$ cat config.mk
export PLATFORM = sky130hd
export DESIGN_NAME = pcm_port_master
export DESIGN_NICKNAME = d
export VERILOG_FILES = /design/src/rtl/pcm_port_pkg.sv /design/src/rtl/pcm_edge_det.sv /design/src/rtl/pcm_rx_deser.sv /design/src/rtl/pcm_tx_ser.sv /design/src/rtl/pcm_frame_ctl.sv /design/src/rtl/pcm_port_master.sv
export SDC_FILE = /design/constraint.sdc
export NUM_CORES = 1
export LEC_CHECK = 0
export BUFFER_PORTS_ARGS = -buffer_cell sky130_fd_sc_hd__clkbuf_2
export CAP_MARGIN = 10
export CORE_UTILIZATION = 57
export CTS_CLUSTER_DIAMETER = 100
export DETAILED_ROUTE_END_ITERATION = 12
export PLACE_DENSITY_LB_ADDON = 0.3
export SYNTH_ARGS = -nofsm -noshare
export SYNTH_HDL_FRONTEND = slang
export SYNTH_HIERARCHICAL = 1
export SYNTH_SLANG_ARGS = --single-unit
$ cat constraint.sdc
create_clock -name clk -period 1.8 [get_ports clk]
set_input_delay 0.18 -clock clk [delete_from_list [all_inputs] [get_ports clk]]
set_output_delay 0.18 -clock clk [all_outputs]
set_load 0.03 [all_outputs]
$ cat src/rtl/pcm_port_pkg.sv
// Shared sizes and the control bundle for the line-card PCM port.
package pcm_port_pkg;
    localparam int WORD_W = 8;  // voice word width
    localparam int SIG_W  = 2;  // signaling bits per frame

    // Control inputs frozen together while the bus is released.
    typedef struct packed {
        logic pwr_up;
        logic loop_n;
        logic sig_a;
        logic sig_b;
        logic lsb_sig;
    } ctl_t;
endpackage

$ cat src/rtl/pcm_edge_det.sv
// Holds the previous sampled level of N slow strobes so the parent can form
// edge enables. Assumes inputs are already synchronous to clk.
module pcm_edge_det #(
    parameter int N = 4
) (
    input  logic         clk,
    input  logic         rst_n,
    input  logic [N-1:0] d,
    output logic [N-1:0] prev
);
    // Register last-cycle levels.
    always_ff @(posedge clk) begin
        if (!rst_n) prev <= '0;
        else        prev <= d;
    end
endmodule

$ cat src/rtl/pcm_rx_deser.sv
// Collects one voice word from the serial input: eight samples on data clock
// falling edges after the receive enable rises, MSB first.
module pcm_rx_deser #(
    parameter int WORD_W = 8
) (
    input  logic              clk,
    input  logic              rst_n,
    input  logic              rxen_rise,
    input  logic              dclk_fall,
    input  logic              rxd,
    output logic [WORD_W-1:0] word
);
    localparam int CNT_W = $clog2(WORD_W + 1);

    logic [CNT_W-1:0]  left;
    logic [WORD_W-1:0] sh;

    // Arm on enable, shift on falling edges, publish after the last bit.
    always_ff @(posedge clk) begin
        if (!rst_n) begin
            left <= '0;
            sh   <= '0;
            word <= '0;
        end else if (rxen_rise) begin
            left <= CNT_W'(WORD_W);
        end else if (dclk_fall && left != '0) begin
            sh   <= {sh[WORD_W-2:0], rxd};
            left <= left - 1'b1;
            if (left == CNT_W'(1)) word <= {sh[WORD_W-2:0], rxd};
        end
    end
endmodule

$ cat src/rtl/pcm_tx_ser.sv
// Transmit register and serializer. The register is indexed by a rise counter
// so the output follows the register live. A load request inside an open
// window is held until the ninth data clock rise of that window.
module pcm_tx_ser #(
    parameter int WORD_W = 8
) (
    input  logic              clk,
    input  logic              rst_n,
    input  logic              txen,
    input  logic              txen_rise,
    input  logic              dclk_rise,
    input  logic              load,
    input  logic [WORD_W-1:0] word,
    output logic              txd,
    output logic              txd_oe
);
    localparam int CNT_W = $clog2(WORD_W + 1);
    localparam logic [CNT_W-1:0] IDLE = CNT_W'(WORD_W);
    localparam logic [CNT_W-1:0] LAST = CNT_W'(WORD_W - 1);

    logic [CNT_W-1:0]  n;
    logic [WORD_W-1:0] tx_reg, pend;
    logic              defer, in_win;

    assign in_win = txen && (n != IDLE);

    // Count rises in the window and apply immediate or deferred loads.
    always_ff @(posedge clk) begin
        if (!rst_n) begin
            n      <= IDLE;
            tx_reg <= '0;
            pend   <= '0;
            defer  <= 1'b0;
        end else begin
            if (txen_rise)                    n <= '0;
            else if (dclk_rise && n != IDLE)  n <= n + 1'b1;

            if (load && in_win) begin
                pend  <= word;
                defer <= 1'b1;
            end else if (load) begin
                tx_reg <= word;
            end else if (defer && dclk_rise && !txen_rise && n == LAST) begin
                tx_reg <= pend;
                defer  <= 1'b0;
            end
        end
    end

    // Pick the bit for the current rise count, MSB first.
    always_comb begin
        txd = 1'b0;
        for (int i = 0; i < WORD_W; i++)
            if (n == CNT_W'(i)) txd = tx_reg[WORD_W-1-i];
    end

    assign txd_oe = txen && (n != IDLE);
endmodule

$ cat src/rtl/pcm_frame_ctl.sv
// Frame-sync work: bus-enable latch of controls, modulator word assembly,
// demodulation buffer and status outputs, and the transmit word with
// optional signaling substitution in its LSB.
module pcm_frame_ctl
    import pcm_port_pkg::*;
#(
    parameter int WORD_W = 8,
    parameter int SIG_W  = 2
) (
    input  logic                    clk,
    input  logic                    rst_n,
    input  logic                    fsync_rise,
    input  logic                    bus_en,
    input  ctl_t                    ctl_pins,
    input  logic [WORD_W-1:0]       rx_word,
    input  logic                    dm_done,
    input  logic [WORD_W-1:0]       dm_voice,
    input  logic [SIG_W-1:0]        dm_sig,
    input  logic                    dm_ok,
    output ctl_t                    ctl_eff,
    output logic [WORD_W+SIG_W-1:0] md_word,
    output logic                    md_strobe,
    output logic [SIG_W-1:0]        sig_out,
    output logic                    valid,
    output logic                    tx_load,
    output logic [WORD_W-1:0]       tx_word
);
    ctl_t              ctl_l;
    logic [WORD_W-1:0] dbuf_voice;
    logic [SIG_W-1:0]  dbuf_sig;
    logic              dbuf_ok;
    logic              line_b;
    logic [WORD_W-1:0] line_voice;

    // Track control pins while the bus is ours; hold them otherwise.
    always_ff @(posedge clk) begin
        if (!rst_n)      ctl_l <= '0;
        else if (bus_en) ctl_l <= ctl_pins;
    end

    assign ctl_eff = bus_en ? ctl_pins : ctl_l;

    // Line-bound bit B and voice LSB under LSB-carry mode.
    assign line_b     = ctl_eff.lsb_sig ? rx_word[0] : ctl_eff.sig_b;
    assign line_voice = {rx_word[WORD_W-1:1], rx_word[0] & ~ctl_eff.lsb_sig};

    // Backplane-bound word with bit B in its LSB under LSB-carry mode.
    assign tx_word = {dbuf_voice[WORD_W-1:1],
                      ctl_eff.lsb_sig ? dbuf_sig[0] : dbuf_voice[0]};
    assign tx_load = fsync_rise;

    // Catch demodulated bursts; the good flag is consumed by each sync.
    always_ff @(posedge clk) begin
        if (!rst_n) begin
            dbuf_voice <= '0;
            dbuf_sig   <= '0;
            dbuf_ok    <= 1'b0;
        end else if (dm_done) begin
            dbuf_voice <= dm_voice;
            dbuf_sig   <= dm_sig;
            dbuf_ok    <= dm_ok;
        end else if (fsync_rise) begin
            dbuf_ok    <= 1'b0;
        end
    end

    // At sync: publish modulator word and update status.
    always_ff @(posedge clk) begin
        if (!rst_n) begin
            md_word   <= '0;
            md_strobe <= 1'b0;
            sig_out   <= '0;
            valid     <= 1'b0;
        end else begin
            md_strobe <= fsync_rise;
            if (fsync_rise) begin
                md_word <= {line_voice, ctl_eff.sig_a, line_b};
                sig_out <= dbuf_sig;
                valid   <= dbuf_ok;
            end
        end
    end
endmodule

$ cat src/rtl/pcm_port_master.sv
// Top of the line-card PCM port. Derives edge enables from the sampled data
// clock, sync and enables, and wires receive, transmit and frame logic.
// Assumes all inputs are synchronous to clk and the data clock is slower
// than clk/2.
module pcm_port_master
    import pcm_port_pkg::*;
#(
    parameter int WORD_W = pcm_port_pkg::WORD_W,
    parameter int SIG_W  = pcm_port_pkg::SIG_W
) (
    input  logic                    clk,
    input  logic                    rst_n,
    input  logic                    dclk_i,
    input  logic                    fsync_i,
    input  logic                    rxen_i,
    input  logic                    rxd_i,
    input  logic                    txen_i,
    output logic                    txd_o,
    output logic                    txd_oe_o,
    input  logic                    sig_a_i,
    input  logic                    sig_b_i,
    input  logic                    lsb_sig_i,
    input  logic                    pwr_up_i,
    input  logic                    loop_n_i,
    input  logic                    bus_en_i,
    output logic                    pwr_up_o,
    output logic                    loop_n_o,
    output logic                    sig_a_o,
    output logic                    sig_b_o,
    output logic                    valid_o,
    output logic                    stat_oe_o,
    output logic [WORD_W+SIG_W-1:0] md_word_o,
    output logic                    md_strobe_o,
    input  logic                    dm_done_i,
    input  logic [WORD_W-1:0]       dm_voice_i,
    input  logic [SIG_W-1:0]        dm_sig_i,
    input  logic                    dm_ok_i
);
    logic [3:0]        lvl, prev, rise;
    logic              dclk_fall;
    logic [WORD_W-1:0] rx_word, tx_word;
    logic              tx_load;
    logic [SIG_W-1:0]  sig_out;
    ctl_t              ctl_pins, ctl_eff;

    assign lvl       = {txen_i, rxen_i, fsync_i, dclk_i};
    assign rise      = lvl & ~prev;
    assign dclk_fall = ~dclk_i & prev[0];
    assign ctl_pins  = '{pwr_up: pwr_up_i, loop_n: loop_n_i, sig_a: sig_a_i,
                         sig_b: sig_b_i, lsb_sig: lsb_sig_i};

    pcm_edge_det #(.N(4)) u_edge (
        .clk(clk), .rst_n(rst_n), .d(lvl), .prev(prev)
    );

    pcm_rx_deser #(.WORD_W(WORD_W)) u_rx (
        .clk(clk), .rst_n(rst_n), .rxen_rise(rise[2]), .dclk_fall(dclk_fall),
        .rxd(rxd_i), .word(rx_word)
    );

    pcm_frame_ctl #(.WORD_W(WORD_W), .SIG_W(SIG_W)) u_frame (
        .clk(clk), .rst_n(rst_n), .fsync_rise(rise[1]), .bus_en(bus_en_i),
        .ctl_pins(ctl_pins), .rx_word(rx_word), .dm_done(dm_done_i),
        .dm_voice(dm_voice_i), .dm_sig(dm_sig_i), .dm_ok(dm_ok_i),
        .ctl_eff(ctl_eff), .md_word(md_word_o), .md_strobe(md_strobe_o),
        .sig_out(sig_out), .valid(valid_o), .tx_load(tx_load),
        .tx_word(tx_word)
    );

    pcm_tx_ser #(.WORD_W(WORD_W)) u_tx (
        .clk(clk), .rst_n(rst_n), .txen(txen_i), .txen_rise(rise[3]),
        .dclk_rise(rise[0]), .load(tx_load), .word(tx_word),
        .txd(txd_o), .txd_oe(txd_oe_o)
    );

    assign sig_a_o   = sig_out[1];
    assign sig_b_o   = sig_out[0];
    assign stat_oe_o = bus_en_i;
    assign pwr_up_o  = ctl_eff.pwr_up;
    assign loop_n_o  = ctl_eff.loop_n;
endmodule

==> reports/metrics.yaml, run 1 <==
routed_wl_mm: 5.72
r2r-end: "u_tx/tx_reg[2]"
fin_ws_ns: 0.0112
timing.fmax_mhz: 559
top_register: "u_frame/md_word"
syn_area_um2: 3260
wl_met2_mm: 2.63
start_util_pct: 59.2
layout.cells.most_common: "dfxtp_1"
rsz0062_at_grt: "yes"
final_nets: 388
period_needed_ns: 1.79
first_global_vias: 2078
final_util_pct: 66.9
die-area_um2: 6020
synth_nets: 350
clkTransAtPathRegs_ns: 0.07
pre_cts_ws_ns: 0.135
io_pins: 44
htree_levels: 3
whs_endpoint: "u_edge/prev[2]"
holdBufCountCts: 0
wl_met1_mm: 2.68
area_delta_synth_final_pct: 13.1
power.density_nw_per_um2: 848
ys_warn_count: 6
skew_ns: 0.0103
portBuffers: 43
r2r-start: "u_tx/n[1]"
finalPower_uw: 3120
syn_inst: 319
crit_fanout: 5
grt_max_degree: 33
clk-insertion-delay-late_ns: 0.34
tightestPinTransition_ns: 0.457
hold_viol: 0
cp_data_required_time_ns: 1.62
drtAntennaViolNets: 0
clockBufferDepth: 2
drt_pass1_iterations: 4
critPathLaunchType: "flop"
route.met3.wl_um: 297
largest_reg_flops: 10
setup_viol: 0
p_leak_uw: 0.00154
drt-initial-drc-count: 68
period_share_pct: 99.4
gr-total-overflow: 0
row_count: 27
fin_tns_setup_ns: 0
slew_violations: 0
die_x_um: 77.6
chipHeight_um: 77.6
r2r.worst_path.cells: 6
status: "complete, no violations"
cts_made_buffers: 9
slew-limit-headroom_pct: 69.5
grt_pass1_wl_mm: 9.68
cts_tree: "yes"
maxCapViolCount: 0
r2r_slack_ns: 0.17
core_um2: 5510
drive_gt1_share_pct: 26.5
min_from: "rxen_i"
avgSynthCellArea_um2: 10.2
remaining_drc_errors: 0
final_cell_mix: "dfxtp_1 (72), mux2i_1 (45), clkbuf_2 (42), nand2_1 (35), nor2b_1 (25)"
crit_path_end_kind: "primary output"
gp_congestion: 0.803
track_usage_pct: 20.8
diodes: 0
crit_arrival_ns: 1.61
vias_per_cell: 5.29
root_buffer: "clkbuf_8"
hold_depth: 2
cts_sinks: 74
antenna_found_initial: 0
hold_path_class: "in2reg"
wl_per_cell_um: 13.2
max-vdd-ir-drop_uv: 579
crit_type: "reg2out"
routed.top_layer: "met4"
route.vias.total: 2296
hpwl_mm: 3.89
[what timing repair did]
item	4_1_cts	5_1_grt
resized for setup	16	4
endpoints found under the setup margin	1	1
buffers inserted	3	0
pin swaps	6	2
[through the flow]
| stage | cells | hold slack (ns) | cell area [um2] |
|---|---|---|---|
| floorplan | 319 | 0.302 | 3260 |
| global placement | 415 | 0.393 | 3440 |
| detailed placement | 415 | 0.412 | 3440 |
| CTS | 434 | 0.0518 | 3670 |
| global route | 434 | 0.0570 | 3680 |
| finish | 434 | 0.0648 | 3680 |
[power breakdown]
part           switching (uW)  internal (uW)
combinational             175            146
clock                     581            496
sequential               37.7           1690
total                     794           2330
[routing by layer]
layer | GRT usage (%) | vias to the layer above
met5 | 0 | -
met4 | 10.4 | 0
met3 | 8.12 | 9
met2 | 31.2 | 40
met1 | 25.9 | 1081
li1 | - | 1166
[worst max-delay path by stage]
stage | startpoint | end | slack [ns] | cells after the start
detailed placement | u_tx/n[0] | u_tx/tx_reg[0] | 0.13 | 6
CTS | u_tx/n[1] | txd_o | 0.003 | 6
finish | u_tx/n[1] | txd_o | 0.01 | 6
floorplan | u_tx/n[0] | txd_o | 0.15 | 6
global placement | u_tx/n[0] | txd_o | 0.22 | 7
global route | u_tx/n[1] | txd_o | -0.05 | 6
[critical path, cell delays in order, from the launching register on]
cell and delay (ns):
dfxtp_4 0.37, ha_2 0.22, a211oi_2 0.20, o21ai_1 0.08
a31oi_1 0.14, o21ai_1 0.08, buf_4 0.16
[final cells by class]
type	instances	area [um2]
fillers	447	1820
multi-input cells	214	1630
flip-flops and latches	74	1490
repair buffers	52	289
clock buffers	11	131
well taps	72	90.1
clock inverters	5	31.3
inverters	6	22.5
(Power assumes the default switching activity.)
==> inputs of run 2 (changes only) <==
--- a/config.mk
+++ b/config.mk
@@ -10,7 +10,8 @@
 export CORE_UTILIZATION = 57
 export CTS_CLUSTER_DIAMETER = 100
 export DETAILED_ROUTE_END_ITERATION = 12
-export PLACE_DENSITY_LB_ADDON = 0.3
+export PLACE_DENSITY = 0.78
+export REMOVE_ABC_BUFFERS = 1
 export SYNTH_ARGS = -nofsm -noshare
 export SYNTH_HDL_FRONTEND = slang
 export SYNTH_HIERARCHICAL = 1
==> run 2 against run 1 <==
  * Sequential share of layout area is 0.60 points lower
  * The run now ends with setup timing left
  * Cell count did not move
  * Total power increased by 7.9%
  * Global-route usage up 0.26 points
  * Sequential power about the same
  * Clock skew decreased by 0.0038 ns
  * Count of clock-buffer cells in the layout grew 2
==> reports/metrics.yaml, run 2 (synthesis gave the netlist of run 1 again) <==
status: "finished, violations left"  # was complete, no violations
crit_fanout: 4  # was 5
io_pins: 44  # unchanged
p_leak_uw: 0.00157  # was 0.00154 uW
top_register: "u_frame/md_word"  # unchanged
cts_sinks: 74  # unchanged
clockBufferDepth: 2  # unchanged
slew_violations: 0  # unchanged
start_util_pct: 59.2  # unchanged
setup.worst_path.start: "u_tx/n[0]"  # was u_tx/n[1]
skew_ns: 0.00653  # was 0.0103 ns
grt_pass1_wl_mm: 9.77  # was 9.68 mm
drt-initial-drc-count: 102  # was 68
first_global_vias: 2168  # was 2,078
final_cell_mix: "dfxtp_1 (72), mux2i_1 (45), clkbuf_2 (42), nand2_1 (35), nor2b_1 (25)"  # unchanged
routed_wl_mm: 5.95  # was 5.72 mm
final_nets: 389  # was 388
cts_tree: "yes"  # unchanged
gp_congestion: 0.788  # was 0.803
crit_type: "reg2out"  # unchanged
maxCapViolCount: 0  # unchanged
portBuffers: 43  # unchanged
period_share_pct: 107  # was 99.4%
remaining_drc_errors: 0  # unchanged
layout.cells.most_common: "dfxtp_1"  # unchanged
drt_pass1_iterations: 4  # unchanged
rsz0062_at_grt: "yes"  # unchanged
gr-total-overflow: 0  # unchanged
grt_max_degree: 81  # was 33
clk-insertion-delay-late_ns: 0.35  # was 0.34 ns
drtAntennaViolNets: 0  # unchanged
hold_path_class: "in2reg"  # unchanged
max-vdd-ir-drop_uv: 762  # was 579 uV
die-area_um2: 6020  # unchanged
critPathLaunchType: "flop"  # unchanged
drive_gt1_share_pct: 26.5  # unchanged
core_um2: 5510  # unchanged
crit_arrival_ns: 1.75  # was 1.61 ns
largest_reg_flops: 10  # unchanged
power.density_nw_per_um2: 902  # was 848 nW/um2
wl_per_cell_um: 13.7  # was 13.2 um
period_needed_ns: 1.93  # was 1.79 ns
n_fill_cell: 421  # was 447
route.vias.total: 2317  # was 2,296
tightestPinTransition_ns: 0.470  # was 0.457 ns
diodes: 0  # unchanged
row_count: 27  # unchanged
finalPower_uw: 3370  # was 3120 uW
chipHeight_um: 77.6  # unchanged
hold_viol: 0  # unchanged
root_buffer: "clkbuf_8"  # unchanged
area_delta_synth_final_pct: 14.7  # was 13.1%
hpwl_mm: 3.76  # was 3.89 mm
r2r-start: "u_rx/left[0]"  # was u_tx/n[1]
min_from: "rxen_i"  # unchanged
cp_data_required_time_ns: 1.62  # about the same
cts_made_buffers: 9  # unchanged
clkTransAtPathRegs_ns: 0.07  # about the same
slew-limit-headroom_pct: 68.5  # was 69.5%
setup_viol: 1  # was 0
timing.fmax_mhz: 518  # was 559 MHz
vias_per_cell: 5.34  # was 5.29
crit_path_end_kind: "primary output"  # unchanged
die_x_um: 77.6  # unchanged
htree_levels: 3  # unchanged
track_usage_pct: 21.1  # was 20.8%
violations: "setup timing"
fin_ws_ns: -0.130  # was 0.0112 ns
seqCellArea_um2: 1490  # unchanged
antenna_found_initial: 0  # unchanged
multi_input_area_um2: 1630  # about the same
fin_tns_setup_ns: -0.130  # was 0 ns
run 2: changes by cell type in the layout (fill, tap and decap cells not counted):
cell / change
bufinv_16: +1
clkbuf_1: -1
inv_2: -1
inv_4: +1
and3_1: +1
buf_4: +1
buf_12: +1
and3_4: -1
clkinvlp_4: -1
clkinv_4: -1
clkinv_2: -2
buf_6: -1
clkbuf_8: +3
run 2: through the flow:
| stage | util (%) | setup WS [ns] | cells | cell area (um2) | hold WS [ns] |
|---|---|---|---|---|---|
| 2_1_floorplan | - | -0.967 | 294 | 3080 | 0.256 |
| 3_3_place_gp | 62.4 | 0.179 | 413 | 3430 | 0.390 |
| 3_5_place_dp | 62.4 | 0.0966 | 413 | 3430 | 0.396 |
| 4_1_cts | 67.4 | -0.0595 | 431 | 3710 | 0.0277 |
| 5_1_grt | 67.9 | -0.214 | 434 | 3740 | 0.0430 |
| 6_report | 67.9 | -0.130 | 434 | 3740 | 0.0399 |
run 2: layout make-up:
class / instances / area share, %
clock buffers: 13 / 4.52
repair buffers: 53 / 8.17
inverters: 6 / 0.669
multi-input cells: 214 / 43.5
well taps: 72 / 2.41
flip-flops and latches: 74 / 39.8
clock inverters: 2 / 0.937
run 2: report_power, final:
group	switching (uW)	internal, uW
Combinational	180	147
Sequential	36.2	1690
Clock	575	745
Total	792	2580
run 2: repair_timing:
item | CTS | global route
gates cloned | 0 | 0
setup endpoints to repair | 1 | 1
hold buffers | 0 | 0
pin swaps | 6 | 3
hold endpoints to repair | 0 | 0
resized for setup | 17 | 3
setup buffers | 3 | 3
run 2: path summary, 6_finish.rpt:
path	to	slack [ns]	cells after the start
max	txd_o	-0.13	7
min	u_edge/prev[2]	0.04	2
max reg2reg	u_rx/sh[4]	0.18	5
min reg2reg	u_rx/word[4]	0.46	2
run 2: layer usage:
metal	vias up	track usage (%)	routed length (um)
li1	1168	-	-
met5	-	0	0
met1	1081	25.8	2800
met2	54	33.9	2810
met4	0	13.6	166
met3	14	3.88	184
run 2: critical path: stages, from the launching register on:
cell,delay [ns]
dfxtp_4,0.38
inv_4,0.05
ha_4,0.16
a211oi_2,0.22
o21ai_1,0.12
a31oi_1,0.20
o21ai_1,0.10
buf_4,0.17
==> inputs of run 3 (changes only) <==
--- a/config.mk
+++ b/config.mk
@@ -5,12 +5,13 @@
 export SDC_FILE = /design/constraint.sdc
 export NUM_CORES = 1
 export LEC_CHECK = 0
-export BUFFER_PORTS_ARGS = -buffer_cell sky130_fd_sc_hd__clkbuf_2
+export ABC_CLOCK_PERIOD_IN_PS = 1800
 export CAP_MARGIN = 10
 export CORE_UTILIZATION = 57
 export CTS_CLUSTER_DIAMETER = 100
 export DETAILED_ROUTE_END_ITERATION = 12
-export PLACE_DENSITY = 0.78
+export DONT_BUFFER_PORTS = 1
+export PLACE_DENSITY_LB_ADDON = 0.3
 export REMOVE_ABC_BUFFERS = 1
 export SYNTH_ARGS = -nofsm -noshare
 export SYNTH_HDL_FRONTEND = slang
==> run 3 against run 2 <==
  * The run still ends with setup timing left
  * Sequential power about the same
  * Sequential share of layout area increased by 1.3 points
  * Clock skew decreased by 0.0012 ns
  * Critical path depth unchanged
==> reports/metrics.yaml, run 3 (synthesis gave the netlist of run 1 again) <==
status: "finished, violations left"  # unchanged
violations: "setup timing"  # unchanged
swShare_pct: 24.5  # was 23.5%
antenna_found_initial: 0  # unchanged
row_count: 27  # unchanged
cell_internal_pwr_uw: 2510  # was 2580 uW
io_pins: 44  # unchanged
crit_type: "reg2out"  # unchanged
gp_congestion: 0.784  # was 0.788
final_cell_mix: "dfxtp_1 (72), mux2i_1 (45), nand2_1 (35), nor2b_1 (25), a21oi_1 (15)"  # was dfxtp_1 (72), mux2i_1 (45), clkbuf_2 (42), nand2_1 (35), nor2b_1 (25)
timing.fmax_mhz: 532  # was 518 MHz
htree_levels: 3  # unchanged
p_leak_uw: 0.00142  # was 0.00157 uW
cpLargestDelayFamily: "compound AO/OA/AOI/OAI gates"  # unchanged
remaining_drc_errors: 0  # unchanged
period_needed_ns: 1.88  # was 1.93 ns
seqCellArea_um2: 1490  # unchanged
layout.cells.most_common: "dfxtp_1"  # unchanged
r2r.worst_path.cells: 6  # was 5
slew_violations: 0  # unchanged
whs_endpoint: "u_tx/n[0]"  # was u_edge/prev[2]
multi_input_area_um2: 1630  # unchanged
top_register: "u_frame/md_word"  # unchanged
power.switching_uw: 812  # was 792 uW
hold_ws_ns: 0.0160  # was 0.0399 ns
cts_tree: "yes"  # unchanged
diodes: 0  # unchanged
pwr-share-comb_pct: 8.5  # was 9.7%
clkTransAtPathRegs_ns: 0.07  # about the same
min_from: "rst_n"  # was rxen_i
drive_gt1_share_pct: 15.8  # was 26.5%
hold_depth: 2  # unchanged
cts_sinks: 74  # unchanged
clockBufferDepth: 2  # unchanged
chipHeight_um: 77.6  # unchanged
largest_reg_flops: 10  # unchanged
cts_made_buffers: 9  # unchanged
rsz0062_at_grt: "yes"  # unchanged
crit_path_end_kind: "primary output"  # unchanged
start_util_pct: 59.2  # unchanged
hpwl_mm: 3.65  # was 3.76 mm
clk-insertion-delay-late_ns: 0.34  # was 0.35 ns
crit_top_cell: "o21ai_1"  # unchanged
power.density_nw_per_um2: 916  # was 902 nW/um2
max_stage_delay_ns: 0.38  # about the same
crit_arrival_ns: 1.70  # was 1.75 ns
track_usage_pct: 22.0  # was 21.1%
drt_pass1_iterations: 4  # unchanged
area_delta_synth_final_pct: 11.3  # was 14.7%
drt-initial-drc-count: 98  # was 102
r2r_slack_ns: 0.15  # was 0.18 ns
grt_pass1_wl_mm: 10.1  # was 9.77 mm
setup_viol: 1  # unchanged
route.vias.total: 2206  # was 2,317
vias_per_cell: 5.49  # was 5.34
maxCapViolCount: 0  # unchanged
gr-total-overflow: 0  # unchanged
slew-limit-headroom_pct: 61.8  # was 68.5%
fin_ws_ns: -0.0787  # was -0.130 ns
period_share_pct: 104  # was 107%
die_x_um: 77.6  # unchanged
final_nets: 356  # was 389
cpMaxStageDelayCell: "dfxtp_4"  # unchanged
die-area_um2: 6020  # unchanged
hold_viol: 0  # unchanged
r2r-end: "u_tx/tx_reg[1]"  # was u_rx/sh[4]
drtAntennaViolNets: 0  # unchanged
max-vdd-ir-drop_uv: 648  # was 762 uV
wl_per_cell_um: 15.0  # was 13.7 um
tightestPinTransition_ns: 0.570  # was 0.470 ns
hold_path_class: "in2reg"  # unchanged
grt_max_degree: 69  # was 81
portBuffers: 0  # was 43
first_global_vias: 2153  # was 2,168
wl_met2_mm: 2.86  # was 2.81 mm
root_buffer: "clkbuf_8"  # unchanged
wl_met1_mm: 2.68  # was 2.80 mm
n_fill_cell: 467  # was 421
routed.top_layer: "met4"  # unchanged
seqPwrFrac_pct: 52.4  # was 51.2%
routed_wl_mm: 6.04  # was 5.95 mm
clkPwrFrac_pct: 39.1  # about the same
core_um2: 5510  # unchanged
cp_data_required_time_ns: 1.62  # about the same
crit_fanout: 5  # was 4
r2r-start: "u_tx/n[0]"  # was u_rx/left[0]
skew_ns: 0.00530  # was 0.00653 ns
fin_area_um2: 3620  # was 3740 um2
route.met3.wl_um: 403  # was 184 um
post_dp_cell_area_um2: 3210  # was 3430 um2
cp_cell_sequence: "inv_2 > ha_4 > a211oi_2 > o21ai_1 > a31oi_1 > o21ai_1 > buf_4"  # was inv_4 > ha_4 > a211oi_2 > o21ai_1 > a31oi_1 > o21ai_1 > buf_4
crit_buf_inv: 2  # unchanged
critPathLaunchType: "flop"  # unchanged
-- run 3: cell types whose count changed in the layout (fill, tap and decap cells not counted), sizes merged --
cell,previous run,this run
buf,11,7
clkinv,1,3
inv,6,7
clkinvlp,0,1
dlygate4sd3,0,13
clkbuf,55,10
-- run 3: power groups by stage --
stage	Clock [uW]	Sequential, uW	Combinational [uW]
after floorplan	0	1770	190
after global routing	1400	1750	310
final	1300	1740	283
after global placement	0	1780	218
after CTS	1330	1740	281
after detailed placement	0	1780	222
-- run 3: cell type report --
cell class	instances	area share, %
clock buffer	10	3.80
clock inverter	6	1.79
inverter	6	0.621
multi-input combinational	214	44.8
sequential	74	41.1
tap	72	2.49
timing repair buffer	20	5.38
-- run 3: how the worst max path moves through the flow --
stage          slack [ns]      startpoint  cells after the start              to
5_1_grt             -0.17       u_tx/n[0]                      7           txd_o
3_3_place_gp         0.19       u_tx/n[0]                      7           txd_o
4_1_cts             -0.05       u_tx/n[0]                      6           txd_o
3_5_place_dp         0.07       u_tx/n[0]                      7           txd_o
2_1_floorplan       -0.97  u_edge/prev[1]                      5  u_tx/tx_reg[0]
6_report            -0.08       u_tx/n[0]                      7           txd_o
-- run 3: repair_timing --
action	4_1_cts	5_1_grt
setup buffers	2	0
resized for setup	16	0
setup endpoints to repair	1	1
pin swaps	4	1
endpoints found under the hold margin	60	0
hold buffers	14	0
-- run 3: layer usage --
| layer | GRT usage, % | vias to the layer above |
|---|---|---|
| met5 | 0 | - |
| met4 | 11.3 | 0 |
| met3 | 7.88 | 11 |
| met2 | 34.5 | 55 |
| met1 | 26.4 | 1034 |
| li1 | - | 1106 |
-- run 3: stage by stage --
stage	util (%)	setup WS, ns	power [uW]	setup TNS (ns)	cells
CTS	65.8	-0.0547	3350	-0.0547	402
detailed placement	58.3	0.0721	2000	0	370
global placement	58.3	0.188	1990	0	370
floorplan	-	-0.967	1960	-23.16	294
finish	65.8	-0.0787	3320	-0.0787	402
global route	65.8	-0.172	3450	-0.172	402
